**config.mk**
```make
export PLATFORM = sky130hd
export DESIGN_NAME = bridge_guard
export DESIGN_NICKNAME = d
export VERILOG_FILES = /design/src/rtl/bg_pkg.sv /design/src/rtl/bg_sync.sv /design/src/rtl/bg_switch_guard.sv /design/src/rtl/bg_phase_lock.sv /design/src/rtl/bridge_guard.sv
export SDC_FILE = /design/constraint.sdc
export NUM_CORES = 1
export LEC_CHECK = 0
export ABC_AREA = 0
export BUFFER_PORTS_ARGS = -buffer_cell sky130_fd_sc_hd__buf_2
export CAP_MARGIN = 20
export CORE_ASPECT_RATIO = 0.5
export CORE_UTILIZATION = 55
export DETAILED_ROUTE_END_ITERATION = 12
export PLACE_DENSITY = 0.77
export SYNTH_ARGS = -nofsm -noshare
export SYNTH_HDL_FRONTEND = slang
export SYNTH_SLANG_ARGS = --single-unit
export TNS_END_PERCENT = 100
```
**constraint.sdc**
```tcl
create_clock -name clk -period 2.2 [get_ports clk]
set_clock_uncertainty 0.1 [all_clocks]
set_input_delay 0.44 -clock clk [delete_from_list [all_inputs] [get_ports clk]]
set_output_delay 0.44 -clock clk [all_outputs]
set_load 0.05 [all_outputs]
```
**src/rtl/bg_pkg.sv**
```systemverilog
`timescale 1ns/1ps
// Shared definitions for the bridge guard.
// Assumes nothing beyond a single clock domain after synchronization.
package bg_pkg;
    parameter int unsigned BG_SYNC_STAGES = 2;

    // Per-switch status produced by each switch guard.
    typedef struct packed {
        logic gate;   // gate enable, 1 = conduct
        logic fall;   // command 1->0 transition this cycle (new pulse)
        logic sc;     // short-circuit cut-off active
        logic warn;   // current-limit warning active
    } sw_stat_t;
endpackage

```
**src/rtl/bg_sync.sv**
```systemverilog
`timescale 1ns/1ps
// Multi-stage synchronizer for a bus of independent level signals.
// Assumes each bit is a slow level; no bus coherency is implied.
module bg_sync #(
    parameter int unsigned WIDTH   = 8,
    parameter int unsigned STAGES  = 2,
    parameter logic [WIDTH-1:0] RST_VAL = '0
) (
    input  logic             clk,
    input  logic             rst_n,
    input  logic [WIDTH-1:0] d,
    output logic [WIDTH-1:0] q
);
    logic [WIDTH-1:0] sr [STAGES];

    // Shift the raw bus through the flop chain, loading the idle value on reset.
    always_ff @(posedge clk) begin
        if (!rst_n) begin
            for (int i = 0; i < int'(STAGES); i++) sr[i] <= RST_VAL;
        end else begin
            sr[0] <= d;
            for (int i = 1; i < int'(STAGES); i++) sr[i] <= sr[i-1];
        end
    end

    assign q = sr[STAGES-1];
endmodule

```
**src/rtl/bg_switch_guard.sv**
```systemverilog
`timescale 1ns/1ps
// Per-switch guard: detects new command pulses, holds short-circuit
// cut-off and current-limit warning until the next pulse, and forms the gate.
// Assumes synchronized inputs; ilk comes from the phase interlock.
module bg_switch_guard
    import bg_pkg::*;
(
    input  logic     clk,
    input  logic     rst_n,
    input  logic     cmd_n,
    input  logic     sc,
    input  logic     oc,
    input  logic     ilk,
    output sw_stat_t stat
);
    logic prev_n;
    logic hold_q, warn_q;
    logic on, fall, hold, warn;

    // Remember the previous command level for edge detection.
    always_ff @(posedge clk) begin
        if (!rst_n) prev_n <= 1'b1;
        else        prev_n <= cmd_n;
    end

    // Compute the live cut-off and warning; a new pulse releases the held state.
    always_comb begin
        on   = ~cmd_n;
        fall = prev_n & ~cmd_n;
        hold = (sc & on) | (hold_q & ~fall);
        warn = (oc & on) | (warn_q & ~fall);
    end

    // Carry the cut-off and warning across cycles.
    always_ff @(posedge clk) begin
        if (!rst_n) begin
            hold_q <= 1'b0;
            warn_q <= 1'b0;
        end else begin
            hold_q <= hold;
            warn_q <= warn;
        end
    end

    assign stat.gate = on & ~hold & ~ilk;
    assign stat.fall = fall;
    assign stat.sc   = hold;
    assign stat.warn = warn;
endmodule

```
**src/rtl/bg_phase_lock.sv**
```systemverilog
`timescale 1ns/1ps
// Shoot-through interlock for one phase. Trips when both commands are on,
// latches, and releases on a new single command after both were released.
// Assumes synchronized active-low commands and falls from the switch guards.
module bg_phase_lock (
    input  logic clk,
    input  logic rst_n,
    input  logic hi_n,
    input  logic lo_n,
    input  logic fall_hi,
    input  logic fall_lo,
    output logic ilk
);
    logic trip_q, seen_hi_q, seen_lo_q;
    logic both, release_now;

    // Detect overlap now and a qualified release edge.
    always_comb begin
        both        = ~hi_n & ~lo_n;
        release_now = trip_q & seen_hi_q & seen_lo_q &
                      ((fall_hi & lo_n) | (fall_lo & hi_n));
        ilk         = both | (trip_q & ~release_now);
    end

    // Latch the trip and track which commands have been released since.
    always_ff @(posedge clk) begin
        if (!rst_n) begin
            trip_q    <= 1'b0;
            seen_hi_q <= 1'b0;
            seen_lo_q <= 1'b0;
        end else begin
            trip_q <= ilk;
            if (both) begin
                seen_hi_q <= 1'b0;
                seen_lo_q <= 1'b0;
            end else if (trip_q) begin
                seen_hi_q <= seen_hi_q | hi_n;
                seen_lo_q <= seen_lo_q | lo_n;
            end
        end
    end
endmodule

```
**src/rtl/bridge_guard.sv**
```systemverilog
`timescale 1ns/1ps
// Bridge guard top: synchronizes all commands and comparator inputs,
// applies per-phase interlock and per-switch pulse-by-pulse protection,
// and drives gate enables plus the open-drain-style fault and warning flags.
// Assumes one clock; the brake path has no interlock and no cut-off.
module bridge_guard #(
    parameter int unsigned PHASES      = 3,
    parameter int unsigned SYNC_STAGES = bg_pkg::BG_SYNC_STAGES
) (
    input  logic              clk,
    input  logic              rst_n,
    input  logic [PHASES-1:0] cmd_hi_n,
    input  logic [PHASES-1:0] cmd_lo_n,
    input  logic              brk_cmd_n,
    input  logic [PHASES-1:0] sc_hi,
    input  logic [PHASES-1:0] sc_lo,
    input  logic [PHASES-1:0] oc_hi,
    input  logic [PHASES-1:0] oc_lo,
    output logic [PHASES-1:0] gate_hi,
    output logic [PHASES-1:0] gate_lo,
    output logic              brk_gate,
    output logic              flt_n,
    output logic              cl_n
);
    import bg_pkg::*;

    localparam int unsigned SW = 2 * PHASES;
    localparam int unsigned W  = 3 * SW + 1;
    localparam logic [W-1:0] IDLE = {{(2*SW){1'b0}}, {(SW+1){1'b1}}};

    logic [W-1:0]    raw, syn;
    logic [SW-1:0]   s_cmd, s_sc, s_oc;
    logic            s_brk;
    logic [PHASES-1:0] ilk;
    sw_stat_t        stat [SW];
    logic [SW-1:0]   gate_v, sc_v, warn_v;

    assign raw = {oc_lo, oc_hi, sc_lo, sc_hi, brk_cmd_n, cmd_lo_n, cmd_hi_n};

    bg_sync #(.WIDTH(W), .STAGES(SYNC_STAGES), .RST_VAL(IDLE)) u_sync (
        .clk(clk), .rst_n(rst_n), .d(raw), .q(syn)
    );

    assign s_cmd = syn[SW-1:0];
    assign s_brk = syn[SW];
    assign s_sc  = syn[2*SW:SW+1];
    assign s_oc  = syn[3*SW:2*SW+1];

    // Index k < PHASES is the upper switch of phase k, else the lower one.
    for (genvar p = 0; p < int'(PHASES); p++) begin : g_phase
        bg_phase_lock u_lock (
            .clk(clk), .rst_n(rst_n),
            .hi_n(s_cmd[p]), .lo_n(s_cmd[p+PHASES]),
            .fall_hi(stat[p].fall), .fall_lo(stat[p+PHASES].fall),
            .ilk(ilk[p])
        );
    end

    for (genvar k = 0; k < int'(SW); k++) begin : g_sw
        localparam int PH = k % PHASES;
        bg_switch_guard u_guard (
            .clk(clk), .rst_n(rst_n),
            .cmd_n(s_cmd[k]), .sc(s_sc[k]), .oc(s_oc[k]),
            .ilk(ilk[PH]), .stat(stat[k])
        );
        assign gate_v[k] = stat[k].gate;
        assign sc_v[k]   = stat[k].sc;
        assign warn_v[k] = stat[k].warn;
    end

    assign gate_hi  = gate_v[PHASES-1:0];
    assign gate_lo  = gate_v[SW-1:PHASES];
    assign brk_gate = ~s_brk;
    assign flt_n    = ~((|ilk) | (|sc_v));
    assign cl_n     = ~(|warn_v);
endmodule

```
==> results of run 1 <==
## per-layer routing
layer | vias up | track usage, % | wire (microns)
met4 | 0 | 10.9 | 49
li1 | 774 | - | -
met1 | 735 | 24.8 | 1950
met3 | 8 | 9.87 | 309
met2 | 51 | 39.5 | 2110
met5 | - | 0 | 0
## metrics by stage
stage | hold slack, ps | setup TNS (ps) | setup WS (ps)
2_1_floorplan | 286 | -150 | -129
3_3_place_gp | 289 | 0 | 80.4
3_5_place_dp | 294 | 0 | 29.7
4_1_cts | 174 | -158 | -55.2
5_1_grt | 175 | -579 | -177
6_report | 184 | -186 | -113
## worst register-to-register path: stages, from the launching register on
cell      delay [ps]
dfxtp_4          360
nand3b_4         160
a311oi_4         350
and2b_1          240
## flip-flops by register name, summed over array words and instances (netlist names)
name                      cells
g_phase.u_lock.trip_q         3
g_sw.u_guard.warn_q           6
g_sw.u_guard.prev_n           6
g_phase.u_lock.seen_lo_q      3
g_sw.u_guard.hold_q           6
g_phase.u_lock.seen_hi_q      3
u_sync.sr                    38
## kinds of logic (layout without fill, tap and decap cells)
| group | Yosys count | after routing |
|---|---|---|
| simple gates | 104 | 104 |
| buf+inv | 14 | 59 |
| flops | 65 | 65 |
| compound gates | 31 | 31 |
## what timing repair did
action                                  4_1_cts  5_1_grt
resized for setup                            37       14
gates cloned                                  0        0
pin swaps                                    10        3
endpoints found under the setup margin        8        8
buffers inserted                              3        4
## worst paths after layout
kind / end / depth (start not counted)
hold / removal: u_sync.sr[0][3]$_SDFF_PN1_ / 2
hold reg to reg: u_sync.sr[0][22]$_SDFF_PN1_ / 1
setup / recovery: flt_n / 5
setup reg to reg: g_phase[0].u_lock.trip_q$_SDFF_PN0_ / 3
## placed cells by master (no fill, tap or decap), types with 2 or more instances in the layout
cell type  synthesis  final
a21boi_0           8      7
a21oi_1           11      7
a21oi_2            0      3
and2_1            26     26
and2b_1            3      3
buf_2              2     21
buf_4              1      7
buf_6              1      8
bufinv_16          0      2
clkbuf_8           0     11
clkinv_2           0      2
dfxtp_1           65     59
dfxtp_4            0      5
inv_1              3      2
nand2_1           13     10
nand2_2            0      3
nand2b_1          23     20
nand2b_4           2      5
nand4_1            2      2
nor2_1             7      6
nor2b_1           21     21
o21ai_0            6      6
## report_power, final
part,leakage (nW),internal (mW),switching (mW)
Sequential,0.534,1.22,0.0318
Clock,0.115,0.695,0.427
Combinational,0.585,0.120,0.146
Total,1.23,2.04,0.604
## cell type report
type                    count  area (sq um)
flip-flops and latches     65          1320
multi-input cells         135          1000
fillers                   210           723
repair buffers             40           293
clock buffers              11           151
clock inverters             5          77.6
well taps                  51          63.8
inverters                   3          11.3
==> run summary, run 1 <==
IR drop worst, VDD: 0.000500 V
GPL Wtd Cong: 0.740
Layout cells sized above 1: 33.2%
Req. time, crit path: 1660 ps
Most common library cells after synthesis: dfxtp_1 (65), and2_1 (26), nand2b_1 (23), nor2b_1 (21), nand2_1 (13)
Post-DR wirelength/cell: 14.2 microns
Reg clk slew, reported paths: 70 ps
Initial core utilization: 60.9%
CTS tree: built
Area delta synth->final: 31.6%
Post-DP HPWL: 2460 microns
Root buffer cell: clkbuf_8
I/O Buffers: 29
H-tree levels: 3
Peak per-stage delay on the critical path: 420 ps
Worst-skew pair later-pin latency: 330 ps
Commonest register cell after synthesis: dfxtp_1
Mux share of post-synthesis cell area: 0%
Fmax: 432 MHz
Failing checks: negative setup slack
Post-DP Area: 2460 sq um
Post-synthesis cell count: 214
Yosys cell types: 28
DP Cell Count: 288
Core area: 3640 sq um
Top cells by area, synth: dfxtp_1 (59%), and2_1 (7.3%), nand2b_1 (6.5%), nor2b_1 (5.9%), a21boi_0 (2.7%)
Worst r2r src: u_sync.sr[0][19]$_SDFF_PN1_
RSZ-0062 raised after global routing: yes
Max clock buf depth: 2
Post-synth EDFFs: 0
Largest net degree at the start of global routing: 66
Fraction of synthesized cell area in xor and xnor cells: 0%
1st-pass router iterations: 4
Hold Crit Class: input pin to register
Ys Warns: 0
Nets: 275
First-pass GRT wire length: 6800 microns
DRC: 0
Outcome: finished, violations left
Average size of a mapped cell: 10.4 sq um
Final Hold Viols: 0
Die Height: 46.9 microns
Largest family of logic cells by synthesized area: simple AND/OR/NAND/NOR gates
Fin util: 80.1%
Start point of the worst hold path: cmd_lo_n[0]
All-Layer GR Usage: 22.5%
CP startpoint kind: register
Io pins: 30
Total CTS buffers: 9
Cell Pwr Density: 906 nW/um^2
Synth top area share: 58.7%
Grt ovf: 0
Crit-path cells: nor2_1 -> a21oi_1 -> nand3_2 -> nor4_4 -> buf_6
Count leader, synth: dfxtp_1
Non-filler cells, final: 310
Adder-Cell Fraction of Synth Area: 0%
Worst Setup End Kind: output pin
N_diodes: 0
Vias/cell: 5.06
Max Cap Viol: 0
Ys async rst share: 0%
Slowest cell on crit path: dfxtp_2
Design Power: 2.64 mW
Critical path class: register to output pin
Rows: 15
CP Buf/Inv Count: 1
Worst rel slew slack: 71.7%
Max-slew violations: 0
Worst reg2reg setup slack: 870 ps
Syn nets: 235
CTS sink cnt: 65
Final period util: 105%
Die Width: 91.8 microns
Vias: 1568
Die area: 4300 sq um
Initial antenna violation count: 0
Routed wire length: 4420 microns
Worst-margin pin slew: 420 ps
Leak pwr: 1.23 nW
Crit path from: u_sync.sr[0][23]$_SDFF_PN1_
Antenna Violating Nets Remaining: 0
Mapped Area: 2220 sq um
Flops & latches, synth: 65
Setup ws final: -113 ps
Crit Path Max Fanout: 9
# setup viols final: 4
Post-Synth Simple-Gate Area: 29.1%
Data arrival, critical path: 1770 ps
Synth Area in Compound Gates: 9.26%
Cell area after layout: 2920 sq um
Vias in the first global route: 1428
# hold bufs at CTS: 0
Sequential element share of the synthesized area: 58.7%
Initial DRC Count: 55
Final Critical Period: 2310 ps
Yosys top cell by area: dfxtp_1
Largest delay share family, worst path: simple AND/OR/NAND/NOR gates
Power figures use the tool's default switching activity.
==> run 2: changes to the inputs <==
RECOVER_POWER = 25   (was unset)
==> run summary, run 2 (synthesis gave the netlist of run 1 again) <==
Outcome: finished, violations left
Failing checks: negative setup slack
Rows: 15
DRC: 0
Antenna Violating Nets Remaining: 0
Biggest register: u_sync.sr
Grt met1 use: 24.8%
Initial DRC Count: 56
Total CTS buffers: 9
Grt ovf: 0
Most common cell after layout, fill and taps aside: dfxtp_1
Worst-margin pin slew: 988 ps
Data arrival, critical path: 1770 ps
Initial core utilization: 60.9%
Leak pwr: 1.23 nW
All-Layer GR Usage: 22.5%
Hold Crit Class: input pin to register
Final Hold Viols: 0
GPL Wtd Cong: 0.740
Largest net degree at the start of global routing: 66
Routed wire length: 4430 microns
Design Power: 2.64 mW
Reg clk slew, reported paths: 70 ps
Vias: 1557
Worst-skew pair later-pin latency: 330 ps
CP startpoint kind: register
Die Width: 91.8 microns
Die Height: 46.9 microns
Final Critical Period: 2310 ps
Nets: 275
Critical path class: register to output pin
Non-filler cells, final: 310
# hold bufs at CTS: 0
H-tree levels: 3
Fill count: 212
N_diodes: 0
Core area: 3640 sq um
Max clock buf depth: 2
Final period util: 105%
Worst Setup End Kind: output pin
Fin Setup TNS: -179 ps
Max Cap Viol: 0
Largest register FFs: 38
IR drop worst, VDD: 0.000496 V
Die area: 4300 sq um
Met3 Use GR: 9.87%
I/O Buffers: 29
Max-slew violations: 0
First-pass GRT wire length: 6800 microns
# setup viols final: 4
Crit Path Max Fanout: 9
Area delta synth->final: 30.9%
Fmax: 433 MHz
RSZ-0062 raised after global routing: yes
CTS tree: built
CTS sink cnt: 65
1st-pass router iterations: 4
Worst reg2reg setup slack: 870 ps
Cell Pwr Density: 910 nW/um^2
DP Cell Count: 288
Vias/cell: 5.02
Layout cells sized above 1: 33.2%
Req. time, crit path: 1660 ps
Worst rel slew slack: 34.1%
Io pins: 30
Initial antenna violation count: 0
Fin util: 79.7%
Grt met2 use: 39.5%
Root buffer cell: clkbuf_8
Setup ws final: -109 ps
Most frequent cells in the layout: dfxtp_1 (59), and2_1 (26), nor2b_1 (21), buf_2 (21), nand2b_1 (20)
Busiest grt layer: met2
Post-DR wirelength/cell: 14.3 microns
Vias in the first global route: 1428
Post-DP HPWL: 2460 microns
==> run 2: cell count changes in the layout (fill, tap and decap cells not counted) <==
cell / previous run / this run
clkbuf_2: 1 / 2
buf_12: 1 / 0
==> run 2: per-layer routing <==
layer | routed length (microns) | vias up
met3 | 314 | 9
met1 | 1940 | 722
li1 | - | 774
met4 | 53 | 0
met2 | 2120 | 52
met5 | 0 | -
==> run 2: where the power goes <==
part | internal, mW | switching, mW
registers | 1.22 | 0.0318
clock network | 0.695 | 0.426
logic | 0.118 | 0.145
==> run 2: final timing paths <==
check / from / to / cells after the start
setup reg to reg: u_sync.sr[0][19]$_SDFF_PN1_ / g_phase[0].u_lock.trip_q$_SDFF_PN0_ / 3
hold / removal: cmd_lo_n[0] / u_sync.sr[0][3]$_SDFF_PN1_ / 2
setup / recovery: u_sync.sr[0][23]$_SDFF_PN1_ / flt_n / 5
hold reg to reg: u_sync.sr[0][3]$_SDFF_PN1_ / u_sync.sr[0][22]$_SDFF_PN1_ / 1
==> run 2: what timing repair did <==
item | CTS | global route
setup endpoints to repair | 8 | 8
gates resized for setup | 37 | 14
setup buffers | 3 | 4
hold endpoints to repair | 0 | 0
pin swaps | 10 | 3
==> run 2: cell type report <==
type,count,area (sq um),share of cell area (%)
Multi-Input combinational cell,135,1000,34.4
Clock inverter,5,77.6,2.67
Sequential cell,65,1320,45.5
Clock buffer,11,151,5.22
Tap cell,51,63.8,2.20
Inverter,3,11.3,0.388
Timing Repair Buffer,40,278,9.57
==> run 2: worst max-delay path, cell delays in order, from the launching register on <==
cell and delay, ps:
dfxtp_2 420, nor2_1 60, a21oi_1 260, nand3_2 210, nor4_4 290, buf_6 190
==> run 2: per-stage QoR <==
stage | setup slack, ps | instance area, sq um | hold slack, ps
finish | -109 | 2900 | 184
global route | -177 | 2900 | 175
CTS | -55.2 | 2850 | 174
detailed placement | 29.7 | 2460 | 294
global placement | 80.4 | 2460 | 289
floorplan | -129 | 2250 | 286
